`src/rtl/serial_mux_pkg.sv`:
```
package serial_mux_pkg;
  localparam int SMUX_WORD_BITS = 8;
  localparam int SMUX_CHANNELS  = 32;

  typedef struct packed {
    logic shift;   // take one serial bit into the command register
    logic commit;  // a full command is waiting to be applied
  } smuxStrobe_t;
endpackage

```
`src/rtl/smux_sync.sv`:
```
module smux_sync #(
  parameter int STAGES    = 2,
  parameter bit RESET_VAL = 1'b0
) (
  input  logic clk,
  input  logic rstN,
  input  logic din,
  output logic dout
);
  logic [STAGES-1:0] pipe;

  always_ff @(posedge clk or negedge rstN) begin
    if (!rstN) pipe <= {STAGES{RESET_VAL}};
    else       pipe <= {pipe[STAGES-2:0], din};
  end

  assign dout = pipe[STAGES-1];
endmodule

```
`src/rtl/smux_ctrl.sv`:
```
module smux_ctrl
  import serial_mux_pkg::*;
#(
  parameter int SYNC_STAGES = 2,
  parameter int WORD_BITS   = SMUX_WORD_BITS
) (
  input  logic        clk,
  input  logic        rstN,
  input  logic        frameN,
  input  logic        sclk,
  input  logic        sdata,
  output smuxStrobe_t strb,
  output logic        bitOut
);
  localparam int CNT_W = $clog2(WORD_BITS);
  localparam logic [CNT_W-1:0] LAST_IDX = CNT_W'(WORD_BITS - 1);

  logic frameSync, clkSync, dataSync;
  logic framePrev, clkPrev;
  logic active, commitQ;
  logic [CNT_W-1:0] bitCnt;
  logic frameStart, clkFall, takeBit;

  smux_sync #(.STAGES(SYNC_STAGES), .RESET_VAL(1'b1)) u_syncFrame (
    .clk(clk), .rstN(rstN), .din(frameN), .dout(frameSync));
  smux_sync #(.STAGES(SYNC_STAGES), .RESET_VAL(1'b1)) u_syncClk (
    .clk(clk), .rstN(rstN), .din(sclk), .dout(clkSync));
  smux_sync #(.STAGES(SYNC_STAGES), .RESET_VAL(1'b0)) u_syncData (
    .clk(clk), .rstN(rstN), .din(sdata), .dout(dataSync));

  assign frameStart = framePrev & ~frameSync;
  assign clkFall    = clkPrev & ~clkSync;
  assign takeBit    = active & ~frameSync & clkFall & ~frameStart;

  always_ff @(posedge clk or negedge rstN) begin
    if (!rstN) begin
      framePrev <= 1'b1;
      clkPrev   <= 1'b1;
      active    <= 1'b0;
      bitCnt    <= '0;
      commitQ   <= 1'b0;
    end else begin
      framePrev <= frameSync;
      clkPrev   <= clkSync;
      commitQ   <= 1'b0;
      if (frameStart) begin
        active <= 1'b1;
        bitCnt <= '0;
      end else if (active && frameSync) begin
        active <= 1'b0;           // frame closed early: drop it
        bitCnt <= '0;
      end else if (takeBit) begin
        if (bitCnt == LAST_IDX) begin
          active  <= 1'b0;        // stop taking bits until a new frame
          bitCnt  <= '0;
          commitQ <= 1'b1;
        end else begin
          bitCnt <= bitCnt + 1'b1;
        end
      end
    end
  end

  assign strb.shift  = takeBit;
  assign strb.commit = commitQ;
  assign bitOut      = dataSync;
endmodule

```
`src/rtl/smux_datapath.sv`:
```
module smux_datapath
  import serial_mux_pkg::*;
#(
  parameter bit DUAL_MODE = 1'b0,
  parameter int WORD_BITS = SMUX_WORD_BITS,
  parameter int CHANNELS  = SMUX_CHANNELS
) (
  input  logic                clk,
  input  logic                rstN,
  input  smuxStrobe_t         strb,
  input  logic                bitIn,
  output logic [CHANNELS-1:0] swEn
);
  localparam int NUM_BANKS = DUAL_MODE ? 2 : 1;
  localparam int BANK_CH   = CHANNELS / NUM_BANKS;
  localparam int ADDR_W    = $clog2(BANK_CH);

  logic [WORD_BITS-1:0] cmdReg;
  logic [NUM_BANKS-1:0] selN;
  logic                 offFlag, anySel;
  logic [ADDR_W-1:0]    addr;

  always_ff @(posedge clk or negedge rstN) begin
    if (!rstN)           cmdReg <= '0;
    else if (strb.shift) cmdReg <= {cmdReg[WORD_BITS-2:0], bitIn};
  end

  assign offFlag = cmdReg[WORD_BITS-1];
  assign addr    = cmdReg[ADDR_W-1:0];
  assign anySel  = ~&selN;

  for (genvar b = 0; b < NUM_BANKS; b++) begin : g_bank
    logic [BANK_CH-1:0] bankQ, pendQ, target;
    logic               pendV;

    assign selN[b] = cmdReg[WORD_BITS-2-b];
    assign target  = BANK_CH'(1) << addr;

    always_ff @(posedge clk or negedge rstN) begin
      if (!rstN) begin
        bankQ <= '0;
        pendQ <= '0;
        pendV <= 1'b0;
      end else if (strb.commit && anySel) begin
        if (offFlag) begin
          bankQ <= '0;
          pendV <= 1'b0;
        end else if (!selN[b]) begin
          if (bankQ == '0 || bankQ == target) begin
            bankQ <= target;
            pendV <= 1'b0;
          end else begin
            bankQ <= '0;        // open the old channel first
            pendQ <= target;
            pendV <= 1'b1;
          end
        end
      end else if (pendV) begin
        bankQ <= pendQ;
        pendV <= 1'b0;
      end
    end

    assign swEn[b*BANK_CH +: BANK_CH] = bankQ;
  end
endmodule

```
`src/rtl/serial_mux_ctl.sv`:
```
module serial_mux_ctl
  import serial_mux_pkg::*;
#(
  parameter bit DUAL_MODE   = 1'b0,
  parameter int SYNC_STAGES = 2
) (
  input  logic                     clk,
  input  logic                     rstN,
  input  logic                     frameN,
  input  logic                     sclk,
  input  logic                     sdata,
  output logic [SMUX_CHANNELS-1:0] swEn
);
  smuxStrobe_t strb;
  logic        serialBit;

  smux_ctrl #(.SYNC_STAGES(SYNC_STAGES), .WORD_BITS(SMUX_WORD_BITS)) u_ctrl (
    .clk(clk), .rstN(rstN), .frameN(frameN), .sclk(sclk), .sdata(sdata),
    .strb(strb), .bitOut(serialBit));

  smux_datapath #(.DUAL_MODE(DUAL_MODE), .WORD_BITS(SMUX_WORD_BITS),
                  .CHANNELS(SMUX_CHANNELS)) u_dp (
    .clk(clk), .rstN(rstN), .strb(strb), .bitIn(serialBit), .swEn(swEn));
endmodule

```
`config.mk`:
```
export PLATFORM = sky130hd
export DESIGN_NAME = serial_mux_ctl
export DESIGN_NICKNAME = d
export VERILOG_FILES = /design/src/rtl/serial_mux_pkg.sv /design/src/rtl/smux_sync.sv /design/src/rtl/smux_ctrl.sv /design/src/rtl/smux_datapath.sv /design/src/rtl/serial_mux_ctl.sv
export SDC_FILE = /design/constraint.sdc
export NUM_CORES = 1
export LEC_CHECK = 0
export BUFFER_PORTS_ARGS = -buffer_cell sky130_fd_sc_hd__buf_2
export CELL_PAD_IN_SITES_DETAIL_PLACEMENT = 1
export CELL_PAD_IN_SITES_GLOBAL_PLACEMENT = 1
export CORE_MARGIN = 2
export CORE_UTILIZATION = 40
export DETAILED_ROUTE_END_ITERATION = 8
export GPL_ROUTABILITY_DRIVEN = 0
export PLACE_DENSITY_LB_ADDON = 0.1
export SETUP_SLACK_MARGIN = 0.15
export SYNTH_ARGS = -nofsm -noshare
export SYNTH_HDL_FRONTEND = slang
export SYNTH_HIERARCHICAL = 1
export SYNTH_SLANG_ARGS = --single-unit
```
`constraint.sdc`:
```
create_clock -name clk -period 3.7 [get_ports clk]
set_input_delay 0.185 -clock clk [delete_from_list [all_inputs] [get_ports clk]]
set_output_delay 0.185 -clock clk [all_outputs]
set_load 0.05 [all_outputs]
```
==> flow_summary_export.csv, run 1 <==
group,metric,value,unit
global_routing,grt_pass1_vias,4094,
outcome,violations,"hold timing",
logic_synthesis,synth_cell_types,65,
sta,finalMaxSlewViolations,0,
placement,hpwl,9870,µm
worst_setup_path,required,3.93,ns
placement,port_buffers,36,
routing,postRouteAntennaNets,0,
placement,dp_slack,0.366,ns
final_layout,syn_to_final_growth,12.4,%
die,die_area,12800,µm²
final_layout,finalNetCount,480,
run,maxCapViolCount,0,
sta,skew,0.00804,ns
worst_setup_path,path_depth,8,
worst_setup_path,worstPathCellList,"nor4bb_1 -> mux2_2 -> o21ai_0 -> nand3_1 -> nor4_2 -> a311o_1 -> buf_4 -> mux2_2",
global_routing,track_usage,0.240,
worst_setup_path,crit_fanout,19,
logic_synthesis,synth_edf_count,0,
routing,post_drt_wl_per_cell,23.2,µm
logic_synthesis,synth_nets,452,
logic_synthesis,synth_area_leaders,"dfrtp_1 (42%), mux2i_1 (7.2%), o2bb2ai_1 (5.0%), a32o_1 (4.6%), nor2_1 (4.3%)",
logic_synthesis,synthFlopType,"dfrtp_1",
power,ir_worst_vdd,237,µV
outcome,status,"complete, but fails checks",
logic_synthesis,ys_ff_latch,86,
worst_setup_path,worstRegToRegCells,8,
final_layout,num-fill-cells,1242,
global_routing,grt-ovfl-total,0,
clocking,cts_sinks,86,
power,share_comb_of_total_power,0.112,
worst_setup_path,cp_slowest_cell,"dfrtp_2",
logic_synthesis,avgSynthCellArea,10.7,µm²
final_layout,regArea,2160,µm²
sta,max_freq,312,MHz
sta,rsz0062_at_grt,"no",
power,p_leak,2.34,nW
final_layout,drive_gt1_frac,0.232,
routing,vias,3816,
global_routing,grt_pass1_wl,23400,µm
final_layout,diodes,0,
power,power.internal,1.52,mW
worst_setup_path,cpMostUsedCell,"mux2_2",
power,swShare,0.261,
routing,dr.pass1.iters,4,
worst_setup_path,crit_type,"flip-flop to flip-flop",
clocking,cts-root-buf,"clkbuf_16",
sta,relSlewSlack,0.310,
worst_setup_path,start_kind,"flip-flop",
clocking,cts_tree,"yes",
die,core-area,11500,µm²
clocking,clock_latency,0.35,ns
routing,drtIter0Drc,207,
logic_synthesis,yosysTopAreaCell,"dfrtp_1",
logic_synthesis,seq_area_frac_synth,0.454,
sta,fin_crit,3.20,ns
hold_path,hp-class,"input port to async pin",
sta,max_slew.worst_pin.slew,1.03,ns
global_routing,grt_max_degree,73,
logic_synthesis,yosysWarningCount,6,
sta,finalSetupViolations,0,
global_routing,antenna_found_initial,0,
logic_synthesis,netlist_area,4750,µm²
power,seqPwrFrac,0.477,
power,power_density,386,nW/µm²
logic_synthesis,synth_top_area_frac,0.421,
sta,finalSetupTns,0,ns
die,io-pin-count,37,
power,finalPower,2.06,mW
die,die_h,113,µm
final_layout,multi_input_area,2360,µm²
sta,fin_ws,0.498,ns
sta,hold_ws,-0.0270,ns
clocking,cts_max_level,3,
worst_setup_path,end_kind,"flip-flop",
worst_setup_path,slowest_delay,0.59,ns
power,p_clk_frac,0.412,
sta,final-hold-violation-count,40,
die,die_w,113,µm
routing,totalWireLength,14400,µm
routing,via_per_inst,6.14,
logic_synthesis,syn_inst,445,
clocking,clk_pin_slew,0.06,ns
placement,dp.cells,602,
die,start_util,0.413,
sta,timing.final.crit_share,0.866,
worst_setup_path,crit_arrival,3.43,ns
worst_setup_path,path_buf_inv,1,
die,num_rows,39,
logic_synthesis,ys_async_sr_fraction,1.00,
final_layout,stdcell_count,621,
clocking,numCtsBuffers,9,
clocking,cts_buffer_depth,2,
routing,drc_errors,0,
worst_setup_path,crit_family,"simple AND/OR/NAND/NOR gates",
power,power_switching,0.536,mW
power groups by stage:
stage          Sequential [mW]  Clock (mW)  Combinational (mW)
2_1_floorplan            0.978           0               0.163
3_3_place_gp             0.994           0               0.223
3_5_place_dp             0.997           0               0.227
4_1_cts                  0.980       0.865               0.230
5_1_grt                  0.983       0.919               0.252
6_report                 0.981       0.848               0.230
kinds of logic (layout without fill, tap and decap cells):
group           Yosys count  in the layout  share of synthesized area
mux                      51             51                      0.116
simple gates            165            165                      0.201
buf+inv                  44             77                     0.0487
fa+ha+maj                 2              2                    0.00527
compound gates           95             95                      0.171
xor+xnor                  2              2                    0.00369
flops                    86             86                      0.454
layout make-up:
cell class	instances	share of cell area
Clock buffer	15	0.0501
Clock inverter	1	0.000937
Inverter	4	0.00281
Multi-Input combinational cell	315	0.443
Sequential cell	86	0.405
Tap cell	143	0.0335
Timing Repair Buffer	57	0.0651
path summary, 6_finish.rpt:
check	start	end	slack (ns)
max in group asynchronous	rstN	u_dp/swEn[25]$_DFFE_PN0P_	2.94
min in group clk	u_ctrl/u_syncFrame/pipe[0]$_DFF_PN1_	u_ctrl/u_syncFrame/pipe[1]$_DFF_PN1_	0.35
setup / recovery	u_dp/cmdReg[0]$_DFFE_PN0P_	u_dp/g_bank[0].pendQ[7]$_DFFE_PN0P_	0.50
hold reg to reg	u_ctrl/u_syncFrame/pipe[0]$_DFF_PN1_	u_ctrl/u_syncFrame/pipe[1]$_DFF_PN1_	0.35
hold / removal	rstN	u_ctrl/bitCnt[2]$_DFFE_PN0P_	-0.03
setup reg to reg	u_dp/cmdReg[0]$_DFFE_PN0P_	u_dp/g_bank[0].pendQ[7]$_DFFE_PN0P_	0.50
cell usage after synthesis, types with 4 or more instances:
master	number
nor3b_1	9
nand4b_1	4
and3b_1	6
o21ai_0	6
nor2b_1	7
o2bb2ai_1	27
nand3b_1	5
nor4bb_1	5
mux2_2	12
buf_4	4
a32o_1	22
nand3_1	7
nor2_1	54
a31o_2	7
mux2i_1	34
or2_2	4
nand2_1	13
nand2b_1	8
clkbuf_1	14
nor3_1	5
a22o_1	4
dfrtp_1	80
mux2_4	5
dfstp_2	6
buf_6	4
inv_1	4
nor4_1	12
buf_2	17
nand4_1	4
routing by layer:
layer / routed length [µm] / track usage
met5: 0 / 0
met4: 227 / 0.0919
met3: 468 / 0.0354
met2: 6840 / 0.380
met1: 6850 / 0.335
registers in the layout, summed over array words and instances (netlist names), 2 cells and up:
register / count
u_dp/g_bank.pendQ: 32
u_dp/swEn: 32
u_dp/cmdReg: 8
u_ctrl/bitCnt: 3
u_ctrl/u_syncClk/pipe: 2
u_ctrl/u_syncData/pipe: 2
u_ctrl/u_syncFrame/pipe: 2
worst reg2reg max path, stage by stage, from the launching register on:
cell,delay [ns]
dfrtp_2,0.59
nor4bb_1,0.50
mux2_2,0.38
o21ai_0,0.25
nand3_1,0.13
nor4_2,0.35
a311o_1,0.26
buf_4,0.25
mux2_2,0.37
timing repair:
item                                    in CTS  in global routing
gates resized for setup                      0                  1
hold buffers                                 3                  0
endpoints found under the setup margin       0                 28
setup buffers                                0                  0
endpoints found under the hold margin        3                  0
cell usage in the layout, fill, tap and decap left out, types with 4 or more instances in the layout:
| cell type | count |
|---|---|
| mux2_2 | 12 |
| mux2i_1 | 34 |
| nand2_1 | 13 |
| dfrtp_1 | 78 |
| o21ai_0 | 6 |
| nor3_1 | 5 |
| clkbuf_16 | 9 |
| buf_2 | 35 |
| nor3b_1 | 9 |
| nor2_1 | 54 |
| nor2b_1 | 6 |
| and3b_1 | 6 |
| nand3b_1 | 5 |
| clkbuf_1 | 4 |
| a31o_2 | 7 |
| inv_1 | 4 |
| nand3_1 | 7 |
| nand4b_1 | 4 |
| buf_4 | 19 |
| or2_2 | 4 |
| a22o_1 | 4 |
| nand4_1 | 4 |
| mux2_4 | 5 |
| nor4_1 | 12 |
| dfstp_2 | 6 |
| a32o_1 | 22 |
| nand2b_1 | 8 |
| o2bb2ai_1 | 27 |
| nor4bb_1 | 5 |
stage by stage:
stage          utilization  cell area [µm²]
2_1_floorplan            -             4750
3_3_place_gp         0.437             5040
3_5_place_dp         0.437             5040
4_1_cts              0.464             5340
5_1_grt              0.464             5340
6_report             0.464             5340
(Power assumes the default switching activity.)
==> run 2: changes to the inputs <==
--- a/config.mk
+++ b/config.mk
@@ -9,7 +9,7 @@
 export CELL_PAD_IN_SITES_DETAIL_PLACEMENT = 1
 export CELL_PAD_IN_SITES_GLOBAL_PLACEMENT = 1
 export CORE_MARGIN = 2
-export CORE_UTILIZATION = 40
+export CORE_UTILIZATION = 48
 export DETAILED_ROUTE_END_ITERATION = 8
 export GPL_ROUTABILITY_DRIVEN = 0
 export PLACE_DENSITY_LB_ADDON = 0.1
==> flow_summary_export.csv, run 2 (synthesis results as in run 1) <==
group,metric,value,unit
outcome,status,"completed",
clocking,cts-root-buf,"clkbuf_8",
worst_setup_path,crit_arrival,3.54,ns
global_routing,grt_pass1_wl,22200,µm
routing,drtIter0Drc,247,
power,seqPwrFrac,0.500,
final_layout,mostFrequentLayoutCells,"dfrtp_1 (79), nor2_1 (54), buf_2 (35), mux2i_1 (34), o2bb2ai_1 (27)",
worst_setup_path,start_kind,"flip-flop",
power,power_switching,0.508,mW
sta,relSlewSlack,0.337,
sta,max_slew.worst_pin.slew,0.994,ns
die,num_rows,36,
final_layout,syn_to_final_growth,10.8,%
sta,skew,0.00957,ns
final_layout,fin_area,5270,µm²
sta,timing.final.crit_share,0.890,
die,start_util,0.491,
power,share_comb_of_total_power,0.112,
worst_setup_path,r2r_start,"u_dp/cmdReg[0]$_DFFE_PN0P_",
global_routing,track_usage,0.265,
clocking,numCtsBuffers,9,
worst_setup_path,crit_fanout,19,
hold_path,hp-class,"flip-flop to flip-flop",
worst_setup_path,crit_type,"flip-flop to flip-flop",
global_routing,met1_usage,0.370,
global_routing,grt_use_met3,0.0403,
clocking,cts_tree,"yes",
hold_path,hp-start,"u_ctrl/u_syncClk/pipe[0]$_DFF_PN1_",
global_routing,grt.busiest_layer,"met2",
clocking,clock_latency,0.36,ns
die,die_w,104,µm
worst_setup_path,required,3.95,ns
final_layout,drive_gt1_frac,0.229,
routing,via_per_inst,6.38,
sta,fin_crit,3.29,ns
clocking,cts_buffer_depth,2,
final_layout,num-fill-cells,1077,
power,power.internal,1.46,mW
sta,finalMaxSlewViolations,0,
routing,totalWireLength,14000,µm
clocking,cts_max_level,3,
sta,finalSetupTns,0,ns
sta,final-hold-violation-count,0,
routing,postRouteAntennaNets,0,
worst_setup_path,end_kind,"flip-flop",
global_routing,gr-usage-met2,0.428,
sta,finalSetupViolations,0,
placement,hpwl,9370,µm
power,p_leak,2.31,nW
clocking,cts_sinks,86,
die,io-pin-count,37,
global_routing,grt_max_degree,64,
final_layout,finalNetCount,477,
die,core-area,9680,µm²
placement,placed_area,4990,µm²
power,p_clk_frac,0.388,
clocking,cts_setup_buffers,0,
routing,dr.pass1.iters,5,
global_routing,grt-ovfl-total,0,
routing,vias,3879,
die,die_area,10700,µm²
run,maxCapViolCount,0,
worst_setup_path,critPathLaunch,"u_dp/cmdReg[0]$_DFFE_PN0P_",
die,die_h,104,µm
sta,max_freq,304,MHz
power,power_density,373,nW/µm²
global_routing,grt_pass1_vias,3932,
power,ir_worst_vdd,163,µV
global_routing,antenna_found_initial,0,
final_layout,diodes,0,
placement,port_buffers,36,
clocking,clk_pin_slew,0.08,ns
routing,post_drt_wl_per_cell,23.0,µm
power,swShare,0.259,
sta,rsz0062_at_grt,"no",
final_layout,final_common_cell,"dfrtp_1",
routing,drc_errors,0,
[run 2: changes by cell type in the layout (fill, tap and decap cells not counted)]
cell	previous run	this run
clkbuf_1	4	1
buf_4	19	15
dlygate4sd3_1	3	4
dfrtp_2	2	1
clkbuf_16	9	0
bufinv_16	0	2
clkbuf_8	2	12
dfrtp_1	78	79
[run 2: power by group through the flow]
stage | combinational [mW] | clock [mW] | sequential (mW)
6_report | 0.220 | 0.763 | 0.983
3_5_place_dp | 0.215 | 0 | 1.00
5_1_grt | 0.239 | 0.826 | 0.987
2_1_floorplan | 0.163 | 0 | 0.978
3_3_place_gp | 0.210 | 0 | 1.00
4_1_cts | 0.220 | 0.786 | 0.983
[run 2: worst paths after layout]
kind | to | slack [ns] | cells past startpoint
max | u_dp/g_bank[0].pendQ[7]$_DFFE_PN0P_ | 0.41 | 9
min | u_ctrl/u_syncClk/pipe[1]$_DFF_PN1_ | 0.36 | 0
max reg2reg | u_dp/g_bank[0].pendQ[7]$_DFFE_PN0P_ | 0.41 | 9
min reg2reg | u_ctrl/u_syncClk/pipe[1]$_DFF_PN1_ | 0.36 | 0
max in group asynchronous | u_dp/swEn[19]$_DFFE_PN0P_ | 2.40 | 3
min in group asynchronous | u_ctrl/bitCnt[2]$_DFFE_PN0P_ | 0.47 | 2
[run 2: area by class of cell]
class / instances / area (µm²) / area share
multi-input combinational: 315 / 2360 / 0.449
clock inverter: 3 / 65.1 / 0.0124
inverter: 4 / 15.0 / 0.00285
clock buffer: 13 / 169 / 0.0321
timing repair buffer: 54 / 328 / 0.0622
sequential: 86 / 2160 / 0.410
tap: 133 / 166 / 0.0316
[run 2: per-layer routing]
layer | wire length, µm | up-vias | share of wire
li1 | - | 1733 | -
met1 | 6400 | 2012 | 0.46
met2 | 6710 | 119 | 0.48
met3 | 676 | 15 | 0.048
met4 | 172 | 0 | 0.012
met5 | 0 | - | 0
[run 2: stage by stage]
| step | worst slack [ns] | std cells | power, mW | util | hold WS, ns |
|---|---|---|---|---|---|
| 2_1_floorplan | 1.07 | 445 | 1.14 | - | -0.111 |
| 3_3_place_gp | 0.503 | 588 | 1.21 | 0.516 | 0.291 |
| 3_5_place_dp | 0.459 | 588 | 1.22 | 0.516 | 0.293 |
| 4_1_cts | 0.436 | 608 | 1.99 | 0.544 | 0.358 |
| 5_1_grt | 0.195 | 608 | 2.05 | 0.544 | 0.362 |
| 6_report | 0.409 | 608 | 1.97 | 0.544 | 0.358 |
[run 2: repair_timing]
action	4_1_cts	5_1_grt
endpoints found under the hold margin	59	0
hold buffers	4	0
gates resized for setup	0	0
[run 2: critical path: stages (launching register included)]
cell and delay, ns:
dfrtp_1 0.65, buf_4 0.32, xor2_1 0.09, a311o_1 0.38, a211oi_1 0.35, nand3_1 0.14, nor4_2 0.33, a311o_1 0.25
buf_4 0.29, mux2_2 0.37
==> run 3: changes to the inputs <==
--- a/config.mk
+++ b/config.mk
@@ -9,7 +9,8 @@
 export CELL_PAD_IN_SITES_DETAIL_PLACEMENT = 1
 export CELL_PAD_IN_SITES_GLOBAL_PLACEMENT = 1
 export CORE_MARGIN = 2
-export CORE_UTILIZATION = 48
+export CORE_UTILIZATION = 50
+export CTS_BUF_LIST = sky130_fd_sc_hd__clkbuf_2 sky130_fd_sc_hd__clkbuf_4 sky130_fd_sc_hd__clkbuf_8
 export DETAILED_ROUTE_END_ITERATION = 8
 export GPL_ROUTABILITY_DRIVEN = 0
 export PLACE_DENSITY_LB_ADDON = 0.1
==> flow_summary_export.csv, run 3 (synthesis results as in run 1) <==
group,metric,value,unit
clocking,clk_pin_slew,0.09,ns
sta,finalSetupViolations,0,
global_routing,grt_pass1_wl,21600,µm
global_routing,track_usage,0.280,
power,seqPwrFrac,0.539,
routing,postRouteAntennaNets,0,
clocking,cts-root-buf,"clkbuf_8",
final_layout,final_common_cell,"dfrtp_1",
die,io-pin-count,37,
worst_setup_path,crit_type,"flip-flop to flip-flop",
sta,relSlewSlack,0.277,
routing,wl_met3,619,µm
routing,via_per_inst,6.28,
worst_setup_path,end_kind,"flip-flop",
die,die_h,101,µm
final_layout,syn_to_final_growth,9.50,%
die,die_w,101,µm
sta,max_freq,307,MHz
outcome,violations,"hold timing",
global_routing,grt-ovfl-total,0,
routing,drc_errors,0,
run,maxCapViolCount,0,
power,swShare,0.296,
placement,port_buffers,36,
final_layout,diodes,0,
routing,vias,3793,
hold_path,hp-class,"input port to async pin",
sta,finalMaxSlewViolations,0,
die,num_rows,35,
power,p_leak,2.28,nW
sta,hold_ws,-0.0120,ns
global_routing,grt_max_degree,87,
worst_setup_path,crit_arrival,3.51,ns
sta,skew,0.0111,ns
power,ir_worst_vdd,200,µV
sta,finalSetupTns,0,ns
clocking,clock_latency,0.37,ns
power,power.internal,1.28,mW
sta,fin_crit,3.26,ns
outcome,status,"complete, but fails checks",
routing,top_layer,"met4",
routing,totalWireLength,13600,µm
routing,wl_met1,6070,µm
routing,dr.pass1.iters,5,
routing,drtIter0Drc,231,
final_layout,mostFrequentLayoutCells,"dfrtp_1 (79), nor2_1 (54), buf_2 (35), mux2i_1 (34), o2bb2ai_1 (27)",
power,share_comb_of_total_power,0.124,
sta,fin_ws,0.444,ns
clocking,ctsResizeCount,0,
die,start_util,0.514,
placement,dp_slack,0.510,ns
final_layout,finalNetCount,477,
worst_setup_path,required,3.96,ns
routing,wl_met2,6600,µm
routing,post_drt_wl_per_cell,22.5,µm
power,power_switching,0.539,mW
final_layout,drive_gt1_frac,0.234,
power,power_density,350,nW/µm²
power,p_clk_frac,0.337,
sta,final-hold-violation-count,11,
die,core-area,9240,µm²
clocking,numCtsBuffers,9,
clocking,cts_max_level,3,
clocking,cts_tree,"yes",
sta,timing.final.crit_share,0.880,
placement,hpwl,9350,µm
die,die_area,10300,µm²
worst_setup_path,start_kind,"flip-flop",
worst_setup_path,crit_fanout,21,
clocking,cts_buffer_depth,2,
global_routing,antenna_found_initial,0,
sta,max_slew.worst_pin.slew,1.09,ns
sta,rsz0062_at_grt,"no",
global_routing,grt_pass1_vias,3826,
clocking,cts_sinks,86,
-- run 3: path summary, 6_finish.rpt --
path	endpoint	from	depth (start not counted)	slack, ns
max reg2reg	u_dp/g_bank[0].pendQ[7]$_DFFE_PN0P_	u_dp/cmdReg[1]$_DFFE_PN0P_	9	0.44
min	u_dp/g_bank[0].pendQ[7]$_DFFE_PN0P_	rstN	1	-0.01
max	u_dp/g_bank[0].pendQ[7]$_DFFE_PN0P_	u_dp/cmdReg[1]$_DFFE_PN0P_	9	0.44
min reg2reg	u_ctrl/u_syncData/pipe[1]$_DFF_PN0_	u_ctrl/u_syncData/pipe[0]$_DFF_PN0_	0	0.36
min in group clk	u_ctrl/u_syncData/pipe[1]$_DFF_PN0_	u_ctrl/u_syncData/pipe[0]$_DFF_PN0_	0	0.36
max in group asynchronous	u_ctrl/active$_DFFE_PN0P_	rstN	1	2.98
-- run 3: area by class of cell --
class | count | area, µm²
Multi-Input combinational cell | 315 | 2360
Inverter | 4 | 15.0
Clock buffer | 10 | 131
Tap cell | 129 | 161
Timing Repair Buffer | 54 | 325
Fill cell | 1017 | 4040
Clock inverter | 6 | 46.3
Sequential cell | 86 | 2160
-- run 3: critical path, cell delays in order, from the launching register on --
cell	delay, ns
dfrtp_1	0.62
buf_4	0.30
nor4b_1	0.31
a31oi_1	0.06
o21ai_0	0.48
nand2_1	0.13
nor4_2	0.31
a311o_1	0.27
buf_4	0.27
mux2_2	0.37
-- run 3: through the flow --
step / utilization / power [mW] / area, µm² / cells
after floorplan: - / 1.14 / 4750 / 445
after global placement: 0.541 / 1.21 / 5000 / 585
after detailed placement: 0.541 / 1.22 / 5000 / 585
after CTS: 0.563 / 1.84 / 5200 / 604
after global routing: 0.563 / 1.91 / 5200 / 604
final: 0.563 / 1.82 / 5200 / 604
-- run 3: layer usage --
metal  vias to the layer above  track usage
met5                         -            0
met4                         0       0.0863
met3                        19       0.0607
met2                        91        0.449
met1                      1944        0.383
li1                       1739            -
-- run 3: timing repair --
item	in CTS	in global routing
hold buffers	3	0
setup buffers	0	0
endpoints found under the hold margin	3	0
-- run 3: power groups by stage --
stage,registers [mW],logic [mW],clock network [mW]
final,0.982,0.226,0.614
after global routing,0.986,0.249,0.673
after CTS,0.982,0.226,0.632
after detailed placement,1.00,0.223,0
after global placement,0.998,0.212,0
after floorplan,0.978,0.163,0
